**src/rtl/burst_align_pkg.sv**
```systemverilog
package burst_align_pkg;
  // strobes issued by the control to the datapath each clock
  typedef struct packed {
    logic capture;  // store the offset found this cycle
    logic useHeld;  // slice with the stored offset
    logic emit;     // present an aligned word
  } alignCtrl_t;
endpackage

```
**src/rtl/preamble_search.sv**
```systemverilog
module preamble_search #(
  parameter int WORD_W = 40,
  parameter int PRE_W = 8,
  parameter logic [PRE_W-1:0] PREAMBLE = 8'hA5,
  localparam int OFF_W = $clog2(WORD_W)
) (
  input  logic [2*WORD_W-1:0] window,
  output logic                hitAny,
  output logic [OFF_W-1:0]    hitOff
);
  logic [WORD_W-1:0] hit;

  // one comparator per starting bit in the older word
  for (genvar k = 0; k < WORD_W; k++) begin : g_cmp
    assign hit[k] = (window[2*WORD_W-1-k -: PRE_W] == PREAMBLE);
  end

  assign hitAny = |hit;

  // lowest offset is earliest in the stream and wins
  always_comb begin
    hitOff = '0;
    for (int k = WORD_W - 1; k >= 0; k--) begin
      if (hit[k]) hitOff = OFF_W'(k);
    end
  end
endmodule

```
**src/rtl/align_datapath.sv**
```systemverilog
module align_datapath
  import burst_align_pkg::*;
#(
  parameter int WORD_W = 40,
  parameter int PRE_W = 8,
  parameter logic [PRE_W-1:0] PREAMBLE = 8'hA5,
  localparam int OFF_W = $clog2(WORD_W)
) (
  input  logic              clk,
  input  logic              rstN,
  input  logic [WORD_W-1:0] dataIn,
  input  alignCtrl_t        ctrl,
  output logic              hitAny,
  output logic [WORD_W-1:0] dataOut,
  output logic              alignedValid,
  output logic [OFF_W-1:0]  lockOffset
);
  logic [WORD_W-1:0]   prevWord;
  logic [2*WORD_W-1:0] window;
  logic [2*WORD_W-1:0] shifted;
  logic [OFF_W-1:0]    hitOff;
  logic [OFF_W-1:0]    heldOff;
  logic [OFF_W-1:0]    selOff;

  assign window = {prevWord, dataIn};

  preamble_search #(
    .WORD_W(WORD_W), .PRE_W(PRE_W), .PREAMBLE(PREAMBLE)
  ) i_search (
    .window(window),
    .hitAny(hitAny),
    .hitOff(hitOff)
  );

  assign selOff  = ctrl.useHeld ? heldOff : hitOff;
  assign shifted = window << selOff;

  always_ff @(posedge clk or negedge rstN) begin
    if (!rstN) begin
      prevWord     <= '0;
      heldOff      <= '0;
      dataOut      <= '0;
      alignedValid <= 1'b0;
    end else begin
      prevWord     <= dataIn;
      if (ctrl.capture) heldOff <= hitOff;
      dataOut      <= ctrl.emit ? shifted[2*WORD_W-1:WORD_W] : '0;
      alignedValid <= ctrl.emit;
    end
  end

  assign lockOffset = heldOff;
endmodule

```
**src/rtl/align_control.sv**
```systemverilog
module align_control
  import burst_align_pkg::*;
(
  input  logic       clk,
  input  logic       rstN,
  input  logic       hitAny,
  input  logic       burstEnd,
  output alignCtrl_t ctrl
);
  typedef enum logic {HUNT, LOCKED} state_t;
  state_t state;

  always_comb begin
    ctrl.capture = (state == HUNT) && hitAny;
    ctrl.useHeld = (state == LOCKED);
    ctrl.emit    = ctrl.capture || ((state == LOCKED) && !burstEnd);
  end

  always_ff @(posedge clk or negedge rstN) begin
    if (!rstN) begin
      state <= HUNT;
    end else begin
      unique case (state)
        HUNT:   if (hitAny)   state <= LOCKED;
        LOCKED: if (burstEnd) state <= HUNT;
        default: state <= HUNT;
      endcase
    end
  end
endmodule

```
**src/rtl/burst_aligner.sv**
```systemverilog
module burst_aligner
  import burst_align_pkg::*;
#(
  parameter int WORD_W = 40,
  parameter int PRE_W = 8,
  parameter logic [PRE_W-1:0] PREAMBLE = 8'hA5,
  localparam int OFF_W = $clog2(WORD_W)
) (
  input  logic              clk,
  input  logic              rstN,
  input  logic [WORD_W-1:0] dataIn,
  input  logic              burstEnd,
  output logic [WORD_W-1:0] dataOut,
  output logic              alignedValid,
  output logic [OFF_W-1:0]  lockOffset
);
  alignCtrl_t ctrl;
  logic       hitAny;

  align_control i_ctrl (
    .clk(clk), .rstN(rstN), .hitAny(hitAny), .burstEnd(burstEnd), .ctrl(ctrl)
  );

  align_datapath #(
    .WORD_W(WORD_W), .PRE_W(PRE_W), .PREAMBLE(PREAMBLE)
  ) i_dp (
    .clk(clk), .rstN(rstN), .dataIn(dataIn), .ctrl(ctrl), .hitAny(hitAny),
    .dataOut(dataOut), .alignedValid(alignedValid), .lockOffset(lockOffset)
  );
endmodule

```
**config.mk**
```make
export PLATFORM = sky130hd
export DESIGN_NAME = burst_aligner
export DESIGN_NICKNAME = d
export VERILOG_FILES = /design/src/rtl/burst_align_pkg.sv /design/src/rtl/preamble_search.sv /design/src/rtl/align_datapath.sv /design/src/rtl/align_control.sv /design/src/rtl/burst_aligner.sv
export SDC_FILE = /design/constraint.sdc
export NUM_CORES = 1
export LEC_CHECK = 0
export ABC_AREA = 1
export CAP_MARGIN = 10
export CORE_ASPECT_RATIO = 1.1
export CORE_MARGIN = 4
export CORE_UTILIZATION = 55
export DETAILED_ROUTE_END_ITERATION = 16
export GPL_ROUTABILITY_DRIVEN = 1
export HOLD_SLACK_MARGIN = 0.15
export MAX_ROUTING_LAYER = met4
export PLACE_DENSITY_LB_ADDON = 0.1
export REMOVE_ABC_BUFFERS = 1
export SLEW_MARGIN = 20
export SYNTH_ARGS = -nofsm -noshare
export SYNTH_HDL_FRONTEND = slang
export SYNTH_SLANG_ARGS = --single-unit
```
**constraint.sdc**
```tcl
create_clock -name clk -period 6 [get_ports clk]
set_input_delay 1.5 -clock clk [delete_from_list [all_inputs] [get_ports clk]]
set_output_delay 1.5 -clock clk [all_outputs]
set_load 0.01 [all_outputs]
```
=== Word-level counts from Yosys, hierarchy flattened ===
Cells that the tools add are included.
Widths: inputs -> output; s select.

* Register bits after elaboration: 88
* Logic and storage cells: 97

* Eq/ne operators: 40
* Shift-type cells: 1
* Muxes and demuxes: 45
* Bitwise gates (word level): 1
* Reduce and logical (&&, ||, !) cells: 5

{| class="wikitable"
|+ Operators by type and width
! operator !! count
|-
| $eq 8x8->1 const B || 40
|-
| $mux 6 || 41
|-
| $shl 80x6->80 || 1
|-
| $mux 40 || 1
|-
| $reduce_or 40->1 || 1
|-
| $logic_and 1x1->1 || 2
|-
| $mux 1 || 2
|-
| $pmux 1 s2 || 1
|-
| $logic_not 1->1 || 1
|-
| $logic_or 1x1->1 || 1
|-
| $not 1->1 || 1
|}

=== Longest topological paths before layout ===
* Depth after elaboration: 44
* Mapped depth: 52

=== Hierarchy ===
From an unflattened synthesis, not the netlist that was laid out.

* Cell total of the unflattened synthesis: 1501
* Area total of the unflattened synthesis: 8788.4 um^2

{| class="wikitable"
|+ By module, submodules not included
! module !! times used !! cells an instance !! area an instance (um^2)
|-
| align_datapath || 1 || 1208 || 7452.1
|-
| preamble_search || 1 || 285 || 1276.2
|-
| align_control || 1 || 8 || 60.1
|}

=== Worst setup path before layout ===
No wires, ideal clock.

* Path kind: input-to-reg
* Start point: input dataIn[36]
* End point: register i_dp.dataOut[38]
* Library setup time: 0.117 ns
* Data arrival time: 4.428 ns
* Setup slack: 1.455 ns
* Stages: 50
* Path buffers: 2
* Cells stage by stage: inv_1 -> nand2_1 -> nor2_1 -> nand2_1 -> nand3_1 -> nand2_1 -> nand2_1 -> nand2_1 -> nand2_1 -> nand2_1 -> nand2_1 -> nand2_1 -> nand2_1 -> nand2_1 -> nand2_1 -> nand2_1 -> nand2_1 -> nand2_1 -> [14 not listed] -> nand2_1 -> nand2_1 -> nand2_1 -> nand2_1 -> nand2_1 -> nand2_1 -> nand2_1 -> nand3_2 -> buf_4 -> buf_4 -> nand3_1 -> nand3_1 -> nand3_1 -> nand3_1 -> nand3_1 -> nand2_1 -> nor2_1 -> nor2_1

* Longest elaborated chain between the ends: 44
* Elaborated cells on any way between the ends: 50
* Those cells by class: eq/ne (4); shift (1); mux (42); reduce/logical (3)

{| class="wikitable"
|+ RTL lines
! item !! RTL line !! text
|-
| start, declared || burst_aligner.sv:11 || <nowiki>input logic [WORD_W-1:0] dataIn,</nowiki>
|-
| $eq 8x8->1 || preamble_search.sv:15 || <nowiki>assign hit[k] = (window[2*WORD_W-1-k -: PRE_W] == PREAMBLE);</nowiki>
|-
| $mux 6 (40 in a row) || preamble_search.sv:24 || <nowiki>if (hit[k]) hitOff = OFF_W'(k);</nowiki>
|-
| $mux 6 || align_datapath.sv:35 || <nowiki>assign selOff = ctrl.useHeld ? heldOff : hitOff;</nowiki>
|-
| $shl 80x6->80 || align_datapath.sv:36 || <nowiki>assign shifted = window << selOff;</nowiki>
|-
| $mux 40 * || align_datapath.sv:47 || <nowiki>dataOut <= ctrl.emit ? shifted[2*WORD_W-1:WORD_W] : '0;</nowiki>
|-
| end signal, assigned || align_datapath.sv:47 ||
|-
| end, declared || align_datapath.sv:14 || <nowiki>output logic [WORD_W-1:0] dataOut,</nowiki>
|}

Mark *: on every way between the ends. The rest lies on a longest branch, timed or not.
A chain may end at the register's enable or synchronous reset.

=== Final worst setup path ===
* Start point: input dataIn[38]
* End point: register i_dp.dataOut[33]

Same word-level chain as after synthesis.

==> impl_metrics.ini <==
[die]
initial_utilization_pct = 56.4
die_height_um = 139
boundaryPins = 90
num_rows = 47
die_w_um = 127
coreArea_um2 = 15100
die_area_um2 = 17600

[clock_network]
cts_num_sinks = 87
cts_root_buf = clkbuf_16
clock_latency_ns = 0.36
cts_buffers = 9
clock_path_buffers = 2
cts_setup_buffers = 0
cts_resized = 0
htree_levels = 3
tritoncts = built
ctsHoldBuffers = 0
path_clk_slew_ns = 0.08

[run_status]
status = finished, final reports clean

[layout]
final.fill_count = 1443
area_delta_synth_final_pct = 16.1
layout_common_cells = 677 x nand3_1, 299 x nand2_1, 169 x nor2_1
design_area_um2 = 9900
final_common_cell = nand3_1
final_nets = 1575
drive_above_1_share_pct = 4.36

[global_route]
grt.total_usage_pct = 39.3
grt_antenna_before_repair = 1
grt_max_degree = 84
grt_pass1_vias = 9817
overflow = 0
grt_pass1_wl_um = 53400

[power]
power.leakage_nw = 4.72
switching_share_pct = 50.5
p_clk_share_pct = 16.4
ir_drop_mv = 0.226
pwr-share-seq_pct = 21.7
combPwrFrac_pct = 62.0
internal-power_mw = 1.73
p_per_area_nw_per_um2 = 352
switching_power_mw = 1.76

[setup_path]
crit_cells = 48
crit_path_start_kind = primary input
crit_end = i_dp.dataOut[33]
r2r_start = i_dp.prevWord[4]
critPathTopFamily = simple AND/OR/NAND/NOR gates
cp_common_cell = nand2_1
reg2reg_to = i_dp.dataOut[33]
cp_slowest_cell = clkdlybuf4s50_1
path_buf_inv = 2
cp-end-kind = flop
cp.required_ns = 6.29
cp.arrival_ns = 5.75
cp_max_fo = 31
worst-setup-path-type = primary input to flop
setup.worst_path.start = dataIn[38]
r2r_cells = 43
crit_path_max_incr_delay_ns = 0.57
r2r_slack_ns = 1.44

[synth]
syn_inst = 1501
synth_warnings = 0
syn_area_um2 = 8530
yosys.cell_types.count = 25
ys_ff_latch = 87
syn_avg_cell_area_um2 = 5.68
ys_seq_area_share_pct = 25.5

[sta]
rsz0062_at_grt = no
tns_ns = 0
period_needed_ns = 5.46
finalCritPeriodShare_pct = 91.0
hold_viol = 0
relSlewSlack_pct = 40.8
clock_skew_ns = 0.00872
fin_ws_ns = 0.542
drv_slew = 0
fmax_mhz = 183
setup_viol = 0
tightest_slew_ns = 0.889

[route]
firstDrtPassIters = 10
drt_iter0_drc = 2047
drc_errors = 0
routedWlPerCell_um = 20.1
antenna_left = 0
wl_um = 34900
vias = 11245
avgViaCountPerCell = 6.49

[run]
drv_cap = 0

[placement]
dp_hpwl_um = 24300
dp_worst_setup_slack_ns = 0.291
port_buffers = 89
place_congestion = 1.03
place_area_um2 = 9620

[worst_hold_path]
min_path_type = flop to flop
cell usage after synthesis (all sizes together):
| library cell | n | area, um2 |
|---|---|---|
| or3 | 2 | 12.5 |
| o21ai | 18 | 90.1 |
| buf | 47 | 219 |
| nand3 | 678 | 3400 |
| clkbuf | 50 | 188 |
| nand2 | 301 | 1140 |
| inv | 100 | 375 |
| nor3 | 5 | 30.0 |
| a21boi | 1 | 7.51 |
| nand3b | 1 | 7.51 |
| dfrtp | 87 | 2180 |
| clkinv | 1 | 3.75 |
| a21oi | 8 | 40.0 |
| a31oi | 2 | 12.5 |
| nand4 | 9 | 56.3 |
| nor2 | 169 | 634 |
| nor4 | 21 | 131 |
| o311ai | 1 | 8.76 |
worst min-delay path by stage:
stage	from	end	slack, ns	cells after the start
CTS	i_dp.lockOffset[0]	i_dp.lockOffset[0]	0.56	2
global placement	i_dp.lockOffset[0]	i_dp.lockOffset[0]	0.51	2
finish	i_dp.lockOffset[0]	i_dp.lockOffset[0]	0.55	2
floorplan	i_dp.lockOffset[0]	i_dp.lockOffset[0]	0.53	2
detailed placement	i_dp.lockOffset[0]	i_dp.lockOffset[0]	0.54	2
global route	i_dp.lockOffset[0]	i_dp.lockOffset[0]	0.59	2
kinds of logic after synthesis:
group	count (synthesis)	synth area share (%)
buf+inv	198	9.21
simple gates	1186	63.4
compound gates	30	1.86
flops	87	25.5
flip-flops by register name, indices dropped and copies added (netlist names):
signal / cells
i_dp.dataOut: 40
i_dp.alignedValid: 1
i_dp.prevWord: 40
i_dp.lockOffset: 6
metrics by stage:
stage | cells | power, mW | util, % | hold slack (ns)
2_1_floorplan | 1404 | 2.12 | - | 0.530
6_report | 1734 | 3.49 | 65.5 | 0.547
3_3_place_gp | 1717 | 2.83 | 63.6 | 0.510
5_1_grt | 1734 | 3.71 | 65.5 | 0.593
3_5_place_dp | 1717 | 2.85 | 63.6 | 0.536
4_1_cts | 1733 | 3.42 | 65.5 | 0.556
layout make-up:
type | count | area, um2 | share of cell area [%]
tap | 196 | 245 | 2.48
clock buffer | 11 | 243 | 2.45
clock inverter | 5 | 40.0 | 0.404
multi-input combinational | 1216 | 5630 | 56.8
timing repair buffer | 117 | 1190 | 12.0
sequential | 87 | 2180 | 22.0
inverter | 101 | 379 | 3.83
antenna | 1 | 2.50 | 0.0253
power groups by stage:
stage | Combinational [mW] | Sequential [mW] | Clock, mW
5_1_grt | 2.35 | 0.765 | 0.597
3_3_place_gp | 2.07 | 0.758 | 0
4_1_cts | 2.10 | 0.752 | 0.570
3_5_place_dp | 2.09 | 0.762 | 0
6_report | 2.16 | 0.756 | 0.571
2_1_floorplan | 1.34 | 0.785 | 0
worst reg2reg max path: cells and delay by family, from the launching register on:
family | cells | cell delay, ns
buf+inv | 2 | 0.50
flops | 1 | 0.70
simple gates | 41 | 3.33
layer usage:
| metal | global-route usage [%] | wire, um |
|---|---|---|
| met1 | 52.1 | 13500 |
| met2 | 54.9 | 14400 |
| met3 | 9.44 | 4640 |
| met4 | 21.9 | 2340 |
| met5 | - | 0 |
Note: power is estimated with default switching activity, not from simulation.
